<file path="src/rtl/spi_cmdq_pkg.sv">
package spi_cmdq_pkg;

  localparam int unsigned BUS_AW = 8;
  localparam int unsigned BUS_DW = 32;

  // Register map (byte addresses)
  localparam logic [BUS_AW-1:0] OFS_VERSION  = 8'h00;
  localparam logic [BUS_AW-1:0] OFS_SOFTRST  = 8'h40;
  localparam logic [BUS_AW-1:0] OFS_IRQ_EN   = 8'h80;
  localparam logic [BUS_AW-1:0] OFS_IRQ_PEND = 8'h84;
  localparam logic [BUS_AW-1:0] OFS_IRQ_SRC  = 8'h88;
  localparam logic [BUS_AW-1:0] OFS_SYNC_ID  = 8'hC0;
  localparam logic [BUS_AW-1:0] OFS_CMD_ROOM = 8'hD0;
  localparam logic [BUS_AW-1:0] OFS_SDO_ROOM = 8'hD4;
  localparam logic [BUS_AW-1:0] OFS_SDI_LVL  = 8'hD8;
  localparam logic [BUS_AW-1:0] OFS_CMD_PUSH = 8'hE0;
  localparam logic [BUS_AW-1:0] OFS_SDO_PUSH = 8'hE4;
  localparam logic [BUS_AW-1:0] OFS_SDI_POP  = 8'hE8;
  localparam logic [BUS_AW-1:0] OFS_SDI_PEEK = 8'hEC;

  // Interrupt source positions
  localparam int unsigned NUM_IRQ      = 4;
  localparam int unsigned IRQ_CMD_LOW  = 0;
  localparam int unsigned IRQ_SDO_LOW  = 1;
  localparam int unsigned IRQ_SDI_HIGH = 2;
  localparam int unsigned IRQ_SYNC     = 3;

  // Identification word
  localparam logic [7:0] VER_MAJOR = 8'd1;
  localparam logic [7:0] VER_MINOR = 8'd3;
  localparam logic [7:0] VER_PATCH = 8'd0;

endpackage

</file>
<file path="src/rtl/cq_fifo.sv">
module cq_fifo #(
  parameter int unsigned WIDTH = 8,
  parameter int unsigned DEPTH = 16,
  localparam int unsigned CNT_W = $clog2(DEPTH) + 1
) (
  input  logic             clk_i,
  input  logic             rst_ni,
  input  logic             flush_i,
  input  logic             push_i,
  input  logic [WIDTH-1:0] din_i,
  input  logic             pop_i,
  output logic [WIDTH-1:0] head_o,
  output logic [CNT_W-1:0] count_o,
  output logic             empty_o,
  output logic             full_o
);

  localparam int unsigned AW = (DEPTH > 1) ? $clog2(DEPTH) : 1;

  logic [WIDTH-1:0] mem_q [DEPTH];
  logic [AW-1:0]    wr_q, wr_d, rd_q, rd_d;
  logic [CNT_W-1:0] cnt_q, cnt_d;
  logic             do_push, do_pop;

  function automatic logic [AW-1:0] ptr_inc(input logic [AW-1:0] p);
    if (p == AW'(DEPTH - 1)) return '0;
    return p + 1'b1;
  endfunction

  assign full_o  = (cnt_q == CNT_W'(DEPTH));
  assign empty_o = (cnt_q == '0);
  assign do_push = push_i & ~full_o & ~flush_i;
  assign do_pop  = pop_i & ~empty_o & ~flush_i;

  always_comb begin
    wr_d  = wr_q;
    rd_d  = rd_q;
    cnt_d = cnt_q;
    if (flush_i) begin
      wr_d  = '0;
      rd_d  = '0;
      cnt_d = '0;
    end else begin
      if (do_push) wr_d = ptr_inc(wr_q);
      if (do_pop)  rd_d = ptr_inc(rd_q);
      case ({do_push, do_pop})
        2'b10:   cnt_d = cnt_q + 1'b1;
        2'b01:   cnt_d = cnt_q - 1'b1;
        default: cnt_d = cnt_q;
      endcase
    end
  end

  always_ff @(posedge clk_i or negedge rst_ni) begin
    if (!rst_ni) begin
      wr_q  <= '0;
      rd_q  <= '0;
      cnt_q <= '0;
    end else begin
      wr_q  <= wr_d;
      rd_q  <= rd_d;
      cnt_q <= cnt_d;
    end
  end

  // Storage carries no reset; the write enable is the only control.
  always_ff @(posedge clk_i) begin
    if (do_push) mem_q[wr_q] <= din_i;
  end

  assign head_o  = mem_q[rd_q];
  assign count_o = cnt_q;

  AST_NO_OVERFLOW: assert property (@(posedge clk_i) disable iff (!rst_ni)
    (full_o && push_i && !pop_i && !flush_i) |=> (full_o && $stable(wr_q)));
  AST_NO_UNDERFLOW: assert property (@(posedge clk_i) disable iff (!rst_ni)
    (empty_o && pop_i && !push_i && !flush_i) |=> (empty_o && $stable(rd_q)));
  AST_COUNT_RANGE: assert property (@(posedge clk_i) disable iff (!rst_ni)
    cnt_q <= CNT_W'(DEPTH));
  AST_FLUSH_EMPTIES: assert property (@(posedge clk_i) disable iff (!rst_ni)
    flush_i |=> empty_o);

endmodule

</file>
<file path="src/rtl/cq_irq_ctrl.sv">
module cq_irq_ctrl #(
  parameter int unsigned NUM_SRC = 4
) (
  input  logic               clk_i,
  input  logic               rst_ni,
  input  logic [NUM_SRC-1:0] set_i,
  input  logic [NUM_SRC-1:0] clr_i,
  input  logic [NUM_SRC-1:0] en_i,
  output logic [NUM_SRC-1:0] pend_o,
  output logic               irq_o
);

  logic [NUM_SRC-1:0] pend_q, pend_d;

  for (genvar g = 0; g < NUM_SRC; g++) begin : g_src
    // A set in the same cycle as a clear wins, so a live condition is never lost.
    assign pend_d[g] = set_i[g] | (pend_q[g] & ~clr_i[g]);

    AST_PEND_SET: assert property (@(posedge clk_i) disable iff (!rst_ni)
      set_i[g] |=> pend_o[g]);
    AST_PEND_CLEAR: assert property (@(posedge clk_i) disable iff (!rst_ni)
      (clr_i[g] && !set_i[g]) |=> !pend_o[g]);
    AST_PEND_STICKY: assert property (@(posedge clk_i) disable iff (!rst_ni)
      (pend_o[g] && !clr_i[g]) |=> pend_o[g]);
  end

  always_ff @(posedge clk_i or negedge rst_ni) begin
    if (!rst_ni) pend_q <= '0;
    else         pend_q <= pend_d;
  end

  assign pend_o = pend_q;
  assign irq_o  = |(pend_q & en_i);

endmodule

</file>
<file path="src/rtl/spi_cmdq_regif.sv">
module spi_cmdq_regif
  import spi_cmdq_pkg::*;
#(
  parameter int unsigned CMD_W      = 16,
  parameter int unsigned DATA_W     = 8,
  parameter int unsigned ID_W       = 8,
  parameter int unsigned FIFO_DEPTH = 16,
  parameter int unsigned THRESH     = 4
) (
  input  logic              clk_i,
  input  logic              rst_ni,
  input  logic              bus_wr_i,
  input  logic              bus_rd_i,
  input  logic [7:0]        bus_addr_i,
  input  logic [31:0]       bus_wdata_i,
  output logic [31:0]       bus_rdata_o,
  output logic              irq_o,
  output logic              eng_rst_o,
  output logic              cmd_valid_o,
  input  logic              cmd_ready_i,
  output logic [CMD_W-1:0]  cmd_data_o,
  output logic              sdo_valid_o,
  input  logic              sdo_ready_i,
  output logic [DATA_W-1:0] sdo_data_o,
  input  logic              sdi_valid_i,
  output logic              sdi_ready_o,
  input  logic [DATA_W-1:0] sdi_data_i,
  input  logic              sync_stb_i,
  input  logic [ID_W-1:0]   sync_id_i
);

  localparam int unsigned CNT_W   = $clog2(FIFO_DEPTH) + 1;
  localparam int unsigned HI_MARK = FIFO_DEPTH - THRESH;

  // Reset: asserted asynchronously, released on the clock
  logic [1:0] rst_sync_q;
  logic       rst_int_n;

  always_ff @(posedge clk_i or negedge rst_ni) begin
    if (!rst_ni) rst_sync_q <= 2'b00;
    else         rst_sync_q <= {rst_sync_q[0], 1'b1};
  end
  assign rst_int_n = rst_sync_q[1];

  // Address decode
  logic wr_softrst, wr_irq_en, wr_irq_pend, wr_cmd_push, wr_sdo_push, rd_sdi_pop;

  assign wr_softrst  = bus_wr_i && (bus_addr_i == OFS_SOFTRST);
  assign wr_irq_en   = bus_wr_i && (bus_addr_i == OFS_IRQ_EN);
  assign wr_irq_pend = bus_wr_i && (bus_addr_i == OFS_IRQ_PEND);
  assign wr_cmd_push = bus_wr_i && (bus_addr_i == OFS_CMD_PUSH);
  assign wr_sdo_push = bus_wr_i && (bus_addr_i == OFS_SDO_PUSH);
  assign rd_sdi_pop  = bus_rd_i && (bus_addr_i == OFS_SDI_POP);

  // Control registers
  logic               soft_rst_q, soft_rst_d;
  logic [NUM_IRQ-1:0] irq_en_q, irq_en_d;
  logic [ID_W-1:0]    sync_id_q, sync_id_d;

  always_comb begin
    soft_rst_d = soft_rst_q;
    irq_en_d   = irq_en_q;
    sync_id_d  = sync_id_q;
    if (wr_softrst) soft_rst_d = bus_wdata_i[0];
    if (wr_irq_en)  irq_en_d   = bus_wdata_i[NUM_IRQ-1:0];
    if (sync_stb_i) sync_id_d  = sync_id_i;
  end

  always_ff @(posedge clk_i or negedge rst_int_n) begin
    if (!rst_int_n) begin
      soft_rst_q <= 1'b1;
      irq_en_q   <= '0;
      sync_id_q  <= '0;
    end else begin
      soft_rst_q <= soft_rst_d;
      irq_en_q   <= irq_en_d;
      sync_id_q  <= sync_id_d;
    end
  end

  // Queues
  logic [CNT_W-1:0]  cmd_cnt, sdo_cnt, sdi_cnt;
  logic              cmd_empty, cmd_full, sdo_empty, sdo_full, sdi_empty, sdi_full;
  logic [DATA_W-1:0] sdi_head;

  cq_fifo #(.WIDTH(CMD_W), .DEPTH(FIFO_DEPTH)) u_cmd_q (
    .clk_i   (clk_i),
    .rst_ni  (rst_int_n),
    .flush_i (soft_rst_q),
    .push_i  (wr_cmd_push),
    .din_i   (bus_wdata_i[CMD_W-1:0]),
    .pop_i   (cmd_valid_o & cmd_ready_i),
    .head_o  (cmd_data_o),
    .count_o (cmd_cnt),
    .empty_o (cmd_empty),
    .full_o  (cmd_full)
  );

  cq_fifo #(.WIDTH(DATA_W), .DEPTH(FIFO_DEPTH)) u_sdo_q (
    .clk_i   (clk_i),
    .rst_ni  (rst_int_n),
    .flush_i (soft_rst_q),
    .push_i  (wr_sdo_push),
    .din_i   (bus_wdata_i[DATA_W-1:0]),
    .pop_i   (sdo_valid_o & sdo_ready_i),
    .head_o  (sdo_data_o),
    .count_o (sdo_cnt),
    .empty_o (sdo_empty),
    .full_o  (sdo_full)
  );

  cq_fifo #(.WIDTH(DATA_W), .DEPTH(FIFO_DEPTH)) u_sdi_q (
    .clk_i   (clk_i),
    .rst_ni  (rst_int_n),
    .flush_i (soft_rst_q),
    .push_i  (sdi_valid_i & sdi_ready_o),
    .din_i   (sdi_data_i),
    .pop_i   (rd_sdi_pop),
    .head_o  (sdi_head),
    .count_o (sdi_cnt),
    .empty_o (sdi_empty),
    .full_o  (sdi_full)
  );

  assign cmd_valid_o = ~cmd_empty & ~soft_rst_q;
  assign sdo_valid_o = ~sdo_empty & ~soft_rst_q;
  assign sdi_ready_o = ~sdi_full & ~soft_rst_q;
  assign eng_rst_o   = soft_rst_q;

  // Interrupt sources
  logic [NUM_IRQ-1:0] irq_cond, irq_clr, irq_pend, irq_src;

  always_comb begin
    irq_cond               = '0;
    irq_cond[IRQ_CMD_LOW]  = (cmd_cnt <= CNT_W'(THRESH));
    irq_cond[IRQ_SDO_LOW]  = (sdo_cnt <= CNT_W'(THRESH));
    irq_cond[IRQ_SDI_HIGH] = (sdi_cnt >= CNT_W'(HI_MARK));
    irq_cond[IRQ_SYNC]     = sync_stb_i;
  end

  assign irq_clr = wr_irq_pend ? bus_wdata_i[NUM_IRQ-1:0] : '0;

  cq_irq_ctrl #(.NUM_SRC(NUM_IRQ)) u_irq (
    .clk_i  (clk_i),
    .rst_ni (rst_int_n),
    .set_i  (irq_cond),
    .clr_i  (irq_clr),
    .en_i   (irq_en_q),
    .pend_o (irq_pend),
    .irq_o  (irq_o)
  );

  always_comb begin
    irq_src           = irq_cond;
    irq_src[IRQ_SYNC] = irq_pend[IRQ_SYNC];
  end

  // Read path
  logic [31:0] rdata;

  always_comb begin
    rdata = '0;
    case (bus_addr_i)
      OFS_VERSION:  rdata = {8'h00, VER_MAJOR, VER_MINOR, VER_PATCH};
      OFS_SOFTRST:  rdata[0] = soft_rst_q;
      OFS_IRQ_EN:   rdata[NUM_IRQ-1:0] = irq_en_q;
      OFS_IRQ_PEND: rdata[NUM_IRQ-1:0] = irq_pend;
      OFS_IRQ_SRC:  rdata[NUM_IRQ-1:0] = irq_src;
      OFS_SYNC_ID:  rdata[ID_W-1:0] = sync_id_q;
      OFS_CMD_ROOM: rdata[CNT_W-1:0] = CNT_W'(FIFO_DEPTH) - cmd_cnt;
      OFS_SDO_ROOM: rdata[CNT_W-1:0] = CNT_W'(FIFO_DEPTH) - sdo_cnt;
      OFS_SDI_LVL:  rdata[CNT_W-1:0] = sdi_cnt;
      OFS_SDI_POP,
      OFS_SDI_PEEK: rdata[DATA_W-1:0] = sdi_empty ? '0 : sdi_head;
      default:      rdata = '0;
    endcase
  end

  assign bus_rdata_o = rdata;

  logic unused_bits;
  assign unused_bits = ^{bus_wdata_i[BUS_DW-1:CMD_W], cmd_full, sdo_full};

  AST_SYNC_ID_CAPTURE: assert property (@(posedge clk_i) disable iff (!rst_int_n)
    sync_stb_i |=> (sync_id_q == $past(sync_id_i)));
  AST_SOFTRST_QUIET: assert property (@(posedge clk_i) disable iff (!rst_int_n)
    soft_rst_q |-> (!cmd_valid_o && !sdo_valid_o && !sdi_ready_o));
  AST_IRQ_MASKED: assert property (@(posedge clk_i) disable iff (!rst_int_n)
    (irq_en_q == '0) |-> !irq_o);
  AST_VALID_NONEMPTY: assert property (@(posedge clk_i) disable iff (!rst_int_n)
    cmd_valid_o |-> (cmd_cnt != '0));

endmodule

</file>
<file path="config.mk">
export PLATFORM = sky130hd
export DESIGN_NAME = spi_cmdq_regif
export DESIGN_NICKNAME = d
export VERILOG_FILES = /design/src/rtl/spi_cmdq_pkg.sv /design/src/rtl/cq_fifo.sv /design/src/rtl/cq_irq_ctrl.sv /design/src/rtl/spi_cmdq_regif.sv
export SDC_FILE = /design/constraint.sdc
export NUM_CORES = 1
export LEC_CHECK = 0
export BUFFER_PORTS_ARGS = -buffer_cell sky130_fd_sc_hd__buf_2
export CAP_MARGIN = 0
export CELL_PAD_IN_SITES_DETAIL_PLACEMENT = 1
export CELL_PAD_IN_SITES_GLOBAL_PLACEMENT = 1
export CORE_ASPECT_RATIO = 1.5
export CORE_MARGIN = 2
export CORE_UTILIZATION = 40
export DETAILED_ROUTE_END_ITERATION = 8
export PLACE_DENSITY = 0.74
export SLEW_MARGIN = 20
export SYNTH_ARGS = -nofsm -noshare
export SYNTH_HDL_FRONTEND = slang
export SYNTH_SLANG_ARGS = --single-unit
</file>
<file path="constraint.sdc">
create_clock -name clk_i -period 3.1 [get_ports clk_i]
set_input_delay 0.31 -clock clk_i [delete_from_list [all_inputs] [get_ports clk_i]]
set_output_delay 0.31 -clock clk_i [all_outputs]
set_load 0.02 [all_outputs]
</file>
==> results of run 1 <==
-- sequential cells by signal, indices dropped and copies added, names as in the netlist --
name             count
u_sdi_q.count_o      5
rst_sync_q           2
u_sdi_q.wr_q         4
sync_id_q            8
u_cmd_q.rd_q         4
u_sdo_q.rd_q         4
u_sdi_q.rd_q         4
u_cmd_q.wr_q         4
u_irq.pend_o         4
u_cmd_q.mem_q      256
u_sdo_q.count_o      5
u_cmd_q.count_o      5
irq_en_q             4
u_sdo_q.mem_q      128
eng_rst_o            1
u_sdi_q.mem_q      128
u_sdo_q.wr_q         4
-- cells by family (layout without fill, tap and decap cells) --
group                      after synthesis  in the layout  share of synthesized area [%]
muxes                                  210            210                           12.6
and+or+nand+nor                        248            248                           5.12
other                                    2             23                         0.0315
adders and majority gates               31             31                           1.69
DFF                                    570            570                           70.5
AOI/OAI and AO/OA                      236            236                           6.59
xor gates and xnor gates                25             25                          0.918
buffers and inverters                  125            300                           2.46
-- layer usage --
metal	part of all wire, %	wire (um)
met1	38	22000
met2	55	31700
met3	4.0	2330
met4	2.9	1700
met5	0	0
-- cell type report --
cell class	count	area (um^2)	share of cell area (%)
clock inverters	33	379	1.37
flip-flops and latches	570	16800	60.8
diodes	1	2.50	0.00904
repair buffers	181	1390	5.03
inverters	25	93.8	0.339
well taps	777	972	3.51
clock buffers	61	1360	4.89
multi-input cells	772	6660	24.0
-- worst paths after layout --
| kind | start | to | slack (ns) | depth (start not counted) |
|---|---|---|---|---|
| max | u_sdi_q.rd_q[1] | bus_rdata_o[3] | 0.05 | 6 |
| min | bus_wdata_i[15] | u_cmd_q.mem_q[9][15] | 0.07 | 1 |
| max reg2reg | u_sdi_q.count_o[0] | u_sdi_q.count_o[4] | 0.22 | 10 |
| min reg2reg | rst_sync_q[1] | sync_id_q[6] | 0.36 | 0 |
| max in group asynchronous | rst_sync_q[1] | u_cmd_q.rd_q[0] | 1.96 | 1 |
| min in group asynchronous | rst_sync_q[1] | sync_id_q[6] | 0.36 | 0 |
-- critical path: cells and delay by family, from the launching register on --
family,cells,cell delay [ns]
buf+inv,2,0.53
flops,1,0.47
simple gates,1,0.42
mux,1,0.36
compound gates,2,0.34
-- through the flow --
step	instances	cell area [um^2]	setup TNS (ns)	util, %
2_1_floorplan	1467	23900	0	-
3_3_place_gp	2304	25600	0	43.5
3_5_place_dp	2304	25600	-0.0183	43.5
4_1_cts	2411	27500	0	46.7
5_1_grt	2419	27700	-0.134	47.0
6_report	2420	27700	0	47.0
-- cell usage in the layout (no fill, tap or decap), types with 7 or more instances in the layout --
cell type	instances
edfxtp_1	512
mux2i_1	110
nand2_1	89
buf_2	87
mux4_2	70
buf_4	66
o21ai_0	61
a21oi_1	53
clkbuf_16	52
dfrtp_1	49
nor2_1	45
a22oi_1	34
a221oi_1	33
mux2_2	30
ha_1	28
and2_1	27
inv_1	22
conb_1	22
xnor2_1	18
nor3_1	14
buf_12	14
a21o_1	11
and3_1	11
dlygate4sd3_1	10
nand3_1	9
xor2_1	7
clkinv_2	7
clkbuf_1	7
dfrtp_2	7
-- power groups by stage --
stage          logic [W]  clock network, W  registers (W)
6_report         0.00584           0.00657        0.00921
5_1_grt          0.00636           0.00694        0.00925
4_1_cts          0.00577           0.00671        0.00923
3_5_place_dp     0.00571                 0        0.00938
3_3_place_gp     0.00553                 0        0.00935
2_1_floorplan    0.00405                 0        0.00905
-- timing repair --
item                       CTS  global route
buffers inserted             2             8
hold endpoints to repair    10             0
setup endpoints to repair    8            64
resized for setup            6            21
hold buffers                10             0
pin swaps                    1             1
cloned                       1             0
==> flow_summary.toml, run 1 <==
[logic_synthesis]
synth_cell_types = 69
yosys.area.top_type = "edfxtp_1"
yosys_most_used_dff = "edfxtp_1"
netlist_area_um2 = 23900
syn-mean-instance-area_um2 = 16.5
synth_seq_area_share_pct = 70.5
yosysMostFrequentCell = "edfxtp_1"
async_reset_ff_share_pct = 10.2
synth_seq_cells = 570
synth_top_cell_area_share_pct = 64.5
yosys_warnings = 0
syn-instance-count = 1447
synth_area_leaders = "edfxtp_1 (64%), mux4_2 (6.6%), dfrtp_1 (6.0%)"
ys_top_cells_by_count = "edfxtp_1 (512), mux2i_1 (110), nand2_1 (89), mux4_2 (70), o21ai_0 (63)"
synth_enable_flop_cells = 512

[clock_tree]
clock_path_buffers = 3
root_buffer = "clkbuf_16"
clkTransAtPathRegs_ns = 0.07
worstSkewPairLatency_ns = 0.62
h-tree-depth = 2
tritoncts = "done"
cts-buffers-inserted = 52
clkSinkCount = 570

[timing]
max_freq_mhz = 328
finalCritPeriodShare_pct = 98.3
setup_viol = 0
finalMaxSlewViolations = 0
period_needed_ns = 3.05
final.setup_skew_ns = 0.0204
grt_setup_unrepaired = "yes"
finalWorstSetupSlack_ns = 0.0542
slew_headroom_pct = 44.4
fin_hold_ws_ns = 0.0727
worst_pin_slew_ns = 0.834
hold_violations = 0

[floorplanning]
die_w_um = 203
coreArea_um2 = 58900
die_h_um = 303
rows = 109
io_pins = 125
initial_utilization_pct = 40.5
die_area_um2 = 61600

[global_route]
gr-total-overflow = 0
top_usage_layer = "met2"
grt_use_met3_pct = 2.55
grt_max_degree = 48
antenna_found_initial = 0
track_usage_pct = 18.9
met2_usage_pct = 36.0
grt_pass1_wl_um = 88000
grt_pass1_vias = 14613
met1_usage_pct = 21.6

[pwr]
leakage_nw = 9.59
p_int_w = 0.0149
clkPwrFrac_pct = 30.4
swShare_pct = 31.2
p_sw_w = 0.00675
vdd_drop_max_uv = 529
power_density_nw_per_um2 = 780
p_comb_share_pct = 27.0
seq_power_share_pct = 42.6
total_power_w = 0.0216

[route]
drc = 0
drt-pass1-iter-count = 5
totalWireLength_um = 57700
avgViaCountPerCell = 5.49
drt_iter0_markers = 847
routedWlPerCell_um = 23.8
drtAntennaViolNets = 0
via_count = 13295

[final_layout]
drive_gt1_share_pct = 24.3
final_nets = 1697
num-fill-cells = 5693
syn2layout_area_growth_pct = 16.1

[run_status]
status = "finished, final reports clean"

[worst_setup_path]
cpPeakStageDelay_ns = 0.47
required_ns = 2.79
worstPathMaxFanout = 20
slowest_stage = "dfrtp_1"
crit_arrival_ns = 2.74
cp-start-kind = "register"
end_kind = "output pin"
path_class = "reg2out"
path_cells = "buf_4, mux4_2, a22oi_1, a21oi_1, or3_1, buf_2"

[place]
gp_congestion = 0.769
place_hpwl_um = 38200
placement.io_buffers = 87
pre_cts_ws_ns = -0.0183

[flow_run]
maxCapViolations = 0

[hold_path]
min_path_type = "in2reg"
Power figures use the tool's default switching activity.
==> inputs of run 2 (changes only) <==
- PLACE_DENSITY: 0.74 -> 0.77
- RECOVER_POWER: default -> 100
- clock period: 3.1 -> 2.5 ns (I/O delays scaled with it)
==> run 2 against run 1 <==
Against the previous run: the flow now finishes with violations (capacitance limit, slew limit, setup timing); sequential power up 23%; die area did not move; design area grew 11%; setup slack got worse by 0.54 ns; combinational power rose by 92%; clock power up 35%; sequential share of layout area fell by 5.9 points; first-iteration DRC count increased by 30%; utilization up 5.0 points; largest cell class unchanged.
==> flow_summary.toml, run 2 (synthesized netlist as in run 1, its figures left out) <==
[floorplanning]
die_area_um2 = 61600
die_h_um = 303
io_pins = 125
rows = 109
initial_utilization_pct = 40.5
die_w_um = 203
coreArea_um2 = 58900

[hold_path]
min_path_type = "in2reg"

[pwr]
vdd_drop_max_uv = 717
power_density_nw_per_um2 = 1020
leakage_nw = 10.6

[worst_setup_path]
path_class = "reg2out"
worstPathMaxFanout = 6
end_kind = "output pin"
crit_arrival_ns = 2.73
required_ns = 2.25
cp-start-kind = "register"

[route]
via_count = 14323
drc = 0
drt_iter0_markers = 1102
drtAntennaViolNets = 0
drt-pass1-iter-count = 5
avgViaCountPerCell = 5.62
totalWireLength_um = 67000
routedWlPerCell_um = 26.3

[timing]
hold_violations = 0
finalCritPeriodShare_pct = 119
period_needed_ns = 2.98
setup_viol = 217
final.setup_skew_ns = 0.0349
grt_setup_unrepaired = "yes"
finalWorstSetupSlack_ns = -0.481
worst_pin_slew_ns = 1.88
finalMaxSlewViolations = 240
slew_headroom_pct = -25.2
max_freq_mhz = 335

[clock_tree]
worstSkewPairLatency_ns = 0.61
h-tree-depth = 2
cts-buffers-inserted = 53
clkSinkCount = 570
clock_path_buffers = 3
tritoncts = "done"
root_buffer = "clkbuf_16"
clkTransAtPathRegs_ns = 0.07

[final_layout]
fin_cells = 2550
mostFrequentLayoutCells = "edfxtp_1 (512), buf_4 (102), mux2i_1 (80), nand2_1 (72), mux4_2 (70)"
diodes = 0
final_core_util_pct = 52.0
syn2layout_area_growth_pct = 28.5
mostFrequentLayoutCell = "edfxtp_1"
final_nets = 1823
largest_register_ffs = 256
drive_gt1_share_pct = 37.6
regMostFlops = "u_cmd_q.mem_q"
top_regs = "u_cmd_q.mem_q (256), u_sdi_q.mem_q (128), u_sdo_q.mem_q (128)"

[global_route]
grt_pass1_vias = 15756
grt_pass1_wl_um = 99400
grt_max_degree = 41
gr-total-overflow = 0
track_usage_pct = 21.5
antenna_found_initial = 0

[run_status]
status = "finished with violations"
violations = "capacitance limit, slew limit, setup timing"

[place]
placement.io_buffers = 87
gp_congestion = 0.844
placedCellCount = 2360
place_hpwl_um = 38600

[flow_run]
maxCapViolations = 7
[run 2: cell types whose count changed in the layout (fill, tap and decap cells not counted), sizes merged]
| cell | before | now |
|---|---|---|
| bufbuf | 1 | 0 |
| dlygate4sd3 | 10 | 11 |
| bufinv | 6 | 9 |
| clkbuf | 61 | 123 |
| inv | 29 | 26 |
| buf | 170 | 248 |
| clkinv | 19 | 9 |
| clkinvlp | 4 | 5 |
| diode | 1 | 0 |
[run 2: path summary, 6_finish.rpt]
check	startpoint	endpoint	slack [ns]	cells after the start
max	u_sdi_q.rd_q[0]	bus_rdata_o[0]	-0.48	10
min	bus_wr_i	eng_rst_o	0.1	3
max reg2reg	u_sdi_q.count_o[1]	u_sdi_q.count_o[4]	-0.26	11
min reg2reg	rst_sync_q[0]	rst_sync_q[1]	0.36	0
max in group asynchronous	rst_sync_q[1]	u_cmd_q.wr_q[0]	0.52	1
min in group asynchronous	rst_ni	rst_sync_q[0]	0.51	3
[run 2: worst max-delay path, stage by stage (launching register included)]
cell      delay, ns
dfrtp_2        0.41
buf_12         0.16
buf_12         0.14
buf_16         0.14
mux2i_4        0.18
a221oi_2       0.27
buf_4          0.19
o21ai_2        0.06
a21oi_2        0.27
or3_4          0.19
buf_6          0.11
[run 2: power by group]
group	internal (W)	switching, W
Combinational	0.00545	0.00577
Sequential	0.0108	0.000510
Clock	0.00520	0.00366
Total	0.0215	0.00994
[run 2: cell type report]
cell class	count	area, um^2
Fill cell	5461	28300
Sequential cell	570	16800
Multi-Input combinational cell	772	7700
Timing Repair Buffer	306	3130
Clock buffer	76	1520
Tap cell	777	972
Clock inverter	24	390
Inverter	25	101
[run 2: timing repair]
item	4_1_cts	5_1_grt
hold buffers	11	0
buffers inserted	49	30
gates cloned	13	2
setup endpoints to repair	38	181
gates resized for setup	283	129
endpoints found under the hold margin	11	0
pin swaps	85	80
[run 2: layer usage]
metal | routed length [um] | track usage, % | part of all wire [%]
met3 | 3380 | 2.75 | 5.0
met4 | 2230 | 8.29 | 3.3
met2 | 36100 | 39.6 | 54
met5 | 0 | 0 | 0
met1 | 25300 | 25.5 | 38
[run 2: through the flow]
stage	cell area, um^2	hold WS (ns)	total power [W]	setup slack, ns	setup TNS [ns]
floorplan	24100	-0.0456	0.0164	-0.206	-0.367
global placement	26300	0.0343	0.0189	-0.0284	-0.0326
detailed placement	26300	0.0436	0.0193	-0.150	-0.833
CTS	30100	0.00281	0.0307	-0.498	-7.68
global route	30700	0.0863	0.0326	-0.529	-86.71
finish	30700	0.0993	0.0314	-0.481	-17.69
==> inputs of run 3 (changes only) <==
- PLACE_DENSITY: 0.77 -> default
- PLACE_DENSITY_LB_ADDON: default -> 0.1
==> run 3 against run 2 <==
Against the previous run: first-iteration DRC count is 37% lower; sequential share of layout area is 0.24 points lower; largest power group unchanged; hold slack worse by 0.025 ns; wire length is 1.6% lower; the flow still finishes with violations (capacitance limit, slew limit, setup timing); flip-flop and latch count stayed put; critical endpoint is now bus_rdata_o[1]; sequential power hardly changed; non-clock buffer count is 47 higher; die area stayed put.
==> flow_summary.toml, run 3 (synthesized netlist as in run 1, its figures left out) <==
[run_status]
status = "finished with violations"
violations = "capacitance limit, slew limit, setup timing"

[final_layout]
drive_gt1_share_pct = 38.7
regMostFlops = "u_cmd_q.mem_q"
mostFrequentLayoutCells = "edfxtp_1 (512), buf_4 (149), mux2i_1 (85), nand2_1 (74), mux4_2 (70)"
largest_register_ffs = 256
fin_area_um2 = 30800
mostFrequentLayoutCell = "edfxtp_1"
syn2layout_area_growth_pct = 29.1
top_regs = "u_cmd_q.mem_q (256), u_sdi_q.mem_q (128), u_sdo_q.mem_q (128)"
final_nets = 1871
fin_cells = 2601

[route]
avgViaCountPerCell = 5.36
drtAntennaViolNets = 0
drc = 0
drt_iter0_markers = 690
drt-pass1-iter-count = 5
routedWlPerCell_um = 25.3
via_count = 13952
totalWireLength_um = 65900

[timing]
worst_pin_slew_ns = 1.71
finalMaxSlewViolations = 174
grt_setup_unrepaired = "yes"
hold_violations = 0
slew_headroom_pct = -14.0
period_needed_ns = 2.99
max_freq_mhz = 335
setup_viol = 272
finalWorstSetupSlack_ns = -0.486
final.setup_skew_ns = 0.0168
finalCritPeriodShare_pct = 119

[global_route]
track_usage_pct = 21.6
gr-total-overflow = 0
grt_pass1_wl_um = 97600
grt_max_degree = 36
grt_pass1_vias = 15534
antenna_found_initial = 3

[worst_setup_path]
cp-start-kind = "register"
required_ns = 2.25
worstPathMaxFanout = 6
end_kind = "output pin"
reg2reg_depth = 11
path_class = "reg2out"
crit_arrival_ns = 2.74

[floorplanning]
rows = 109
die_w_um = 203
initial_utilization_pct = 40.5
die_area_um2 = 61600
die_h_um = 303
io_pins = 125
coreArea_um2 = 58900

[pwr]
total_power_w = 0.0309
vdd_drop_max_uv = 724
power_density_nw_per_um2 = 1000
leakage_nw = 10.8

[clock_tree]
root_buffer = "clkbuf_16"
clkTransAtPathRegs_ns = 0.07
tritoncts = "done"
cts-buffers-inserted = 54
worstSkewPairLatency_ns = 0.62
h-tree-depth = 2
clock_path_buffers = 3
clkSinkCount = 570

[place]
place_hpwl_um = 43100
postPlaceCellArea_um2 = 26800
placement.io_buffers = 87
placedCellCount = 2406
gp_congestion = 0.792

[hold_path]
holdPathStages = 3
min_path_type = "in2reg"

[flow_run]
maxCapViolations = 5
run 3: cell count changes in the layout (fill, tap and decap cells not counted), sizes merged:
| cell | before | now |
|---|---|---|
| buf | 248 | 290 |
| bufinv | 9 | 7 |
| clkbuf | 123 | 110 |
| clkinv | 9 | 22 |
| clkinvlp | 5 | 6 |
| diode | 0 | 3 |
| dlygate4sd3 | 11 | 18 |
run 3: layout make-up:
cell class / count / area [um^2]
clock buffer: 65 / 1450
antenna: 3 / 7.51
multi-input combinational: 772 / 7620
timing repair buffer: 353 / 3400
inverter: 25 / 101
sequential: 570 / 16800
fill: 5594 / 28100
clock inverter: 36 / 404
tap: 777 / 972
run 3: metrics by stage:
stage          TNS (ns)  util [%]  hold slack, ns  setup slack [ns]
2_1_floorplan    -0.367         -         -0.0456            -0.206
3_3_place_gp    -0.0280      45.5          0.0371           -0.0239
3_5_place_dp      -1.59      45.5          0.0383            -0.110
4_1_cts           -9.14      52.0         0.00150            -0.496
5_1_grt         -102.31      52.3          0.0853            -0.516
6_report         -38.59      52.3          0.0742            -0.486
run 3: repair_timing:
item / CTS / global route
hold endpoints to repair: 138 / 0
hold buffers: 18 / 0
cloned: 11 / 1
setup endpoints to repair: 85 / 184
pin swaps: 89 / 90
buffers inserted: 62 / 18
gates resized for setup: 268 / 112
run 3: routing by layer:
layer,up-vias,track usage [%],part of all wire (%)
met4,0,8.01,3.8
li1,6321,-,-
met2,232,44.2,59
met5,-,0,0
met3,131,2.73,2.8
met1,7268,21.9,35
run 3: path summary, 6_finish.rpt:
kind / from / end / slack (ns)
worst max-delay path: u_sdi_q.rd_q[0] / bus_rdata_o[1] / -0.49
worst min-delay path: sync_stb_i / sync_id_q[4] / 0.07
worst max register to register: u_sdi_q.count_o[1] / u_sdi_q.count_o[4] / -0.35
worst min register to register: rst_sync_q[0] / rst_sync_q[1] / 0.36
max in group asynchronous: rst_sync_q[1] / sync_id_q[3] / 0.70
min in group asynchronous: rst_sync_q[1] / u_sdi_q.rd_q[3] / 0.48
run 3: power breakdown:
group | total, W | internal, W | switching [W]
sequential | 0.0113 | 0.0108 | 0.000461
clock | 0.00856 | 0.00488 | 0.00368
combinational | 0.0111 | 0.00544 | 0.00561
run 3: worst max-delay path, stage by stage (launching register included):
cell and delay, ns:
dfrtp_2 0.42, buf_12 0.15, buf_8 0.14, buf_6 0.13, mux2i_4 0.18, a221oi_2 0.28, buf_4 0.17, o21ai_2 0.05
a21oi_2 0.25, a211o_1 0.21, buf_6 0.14
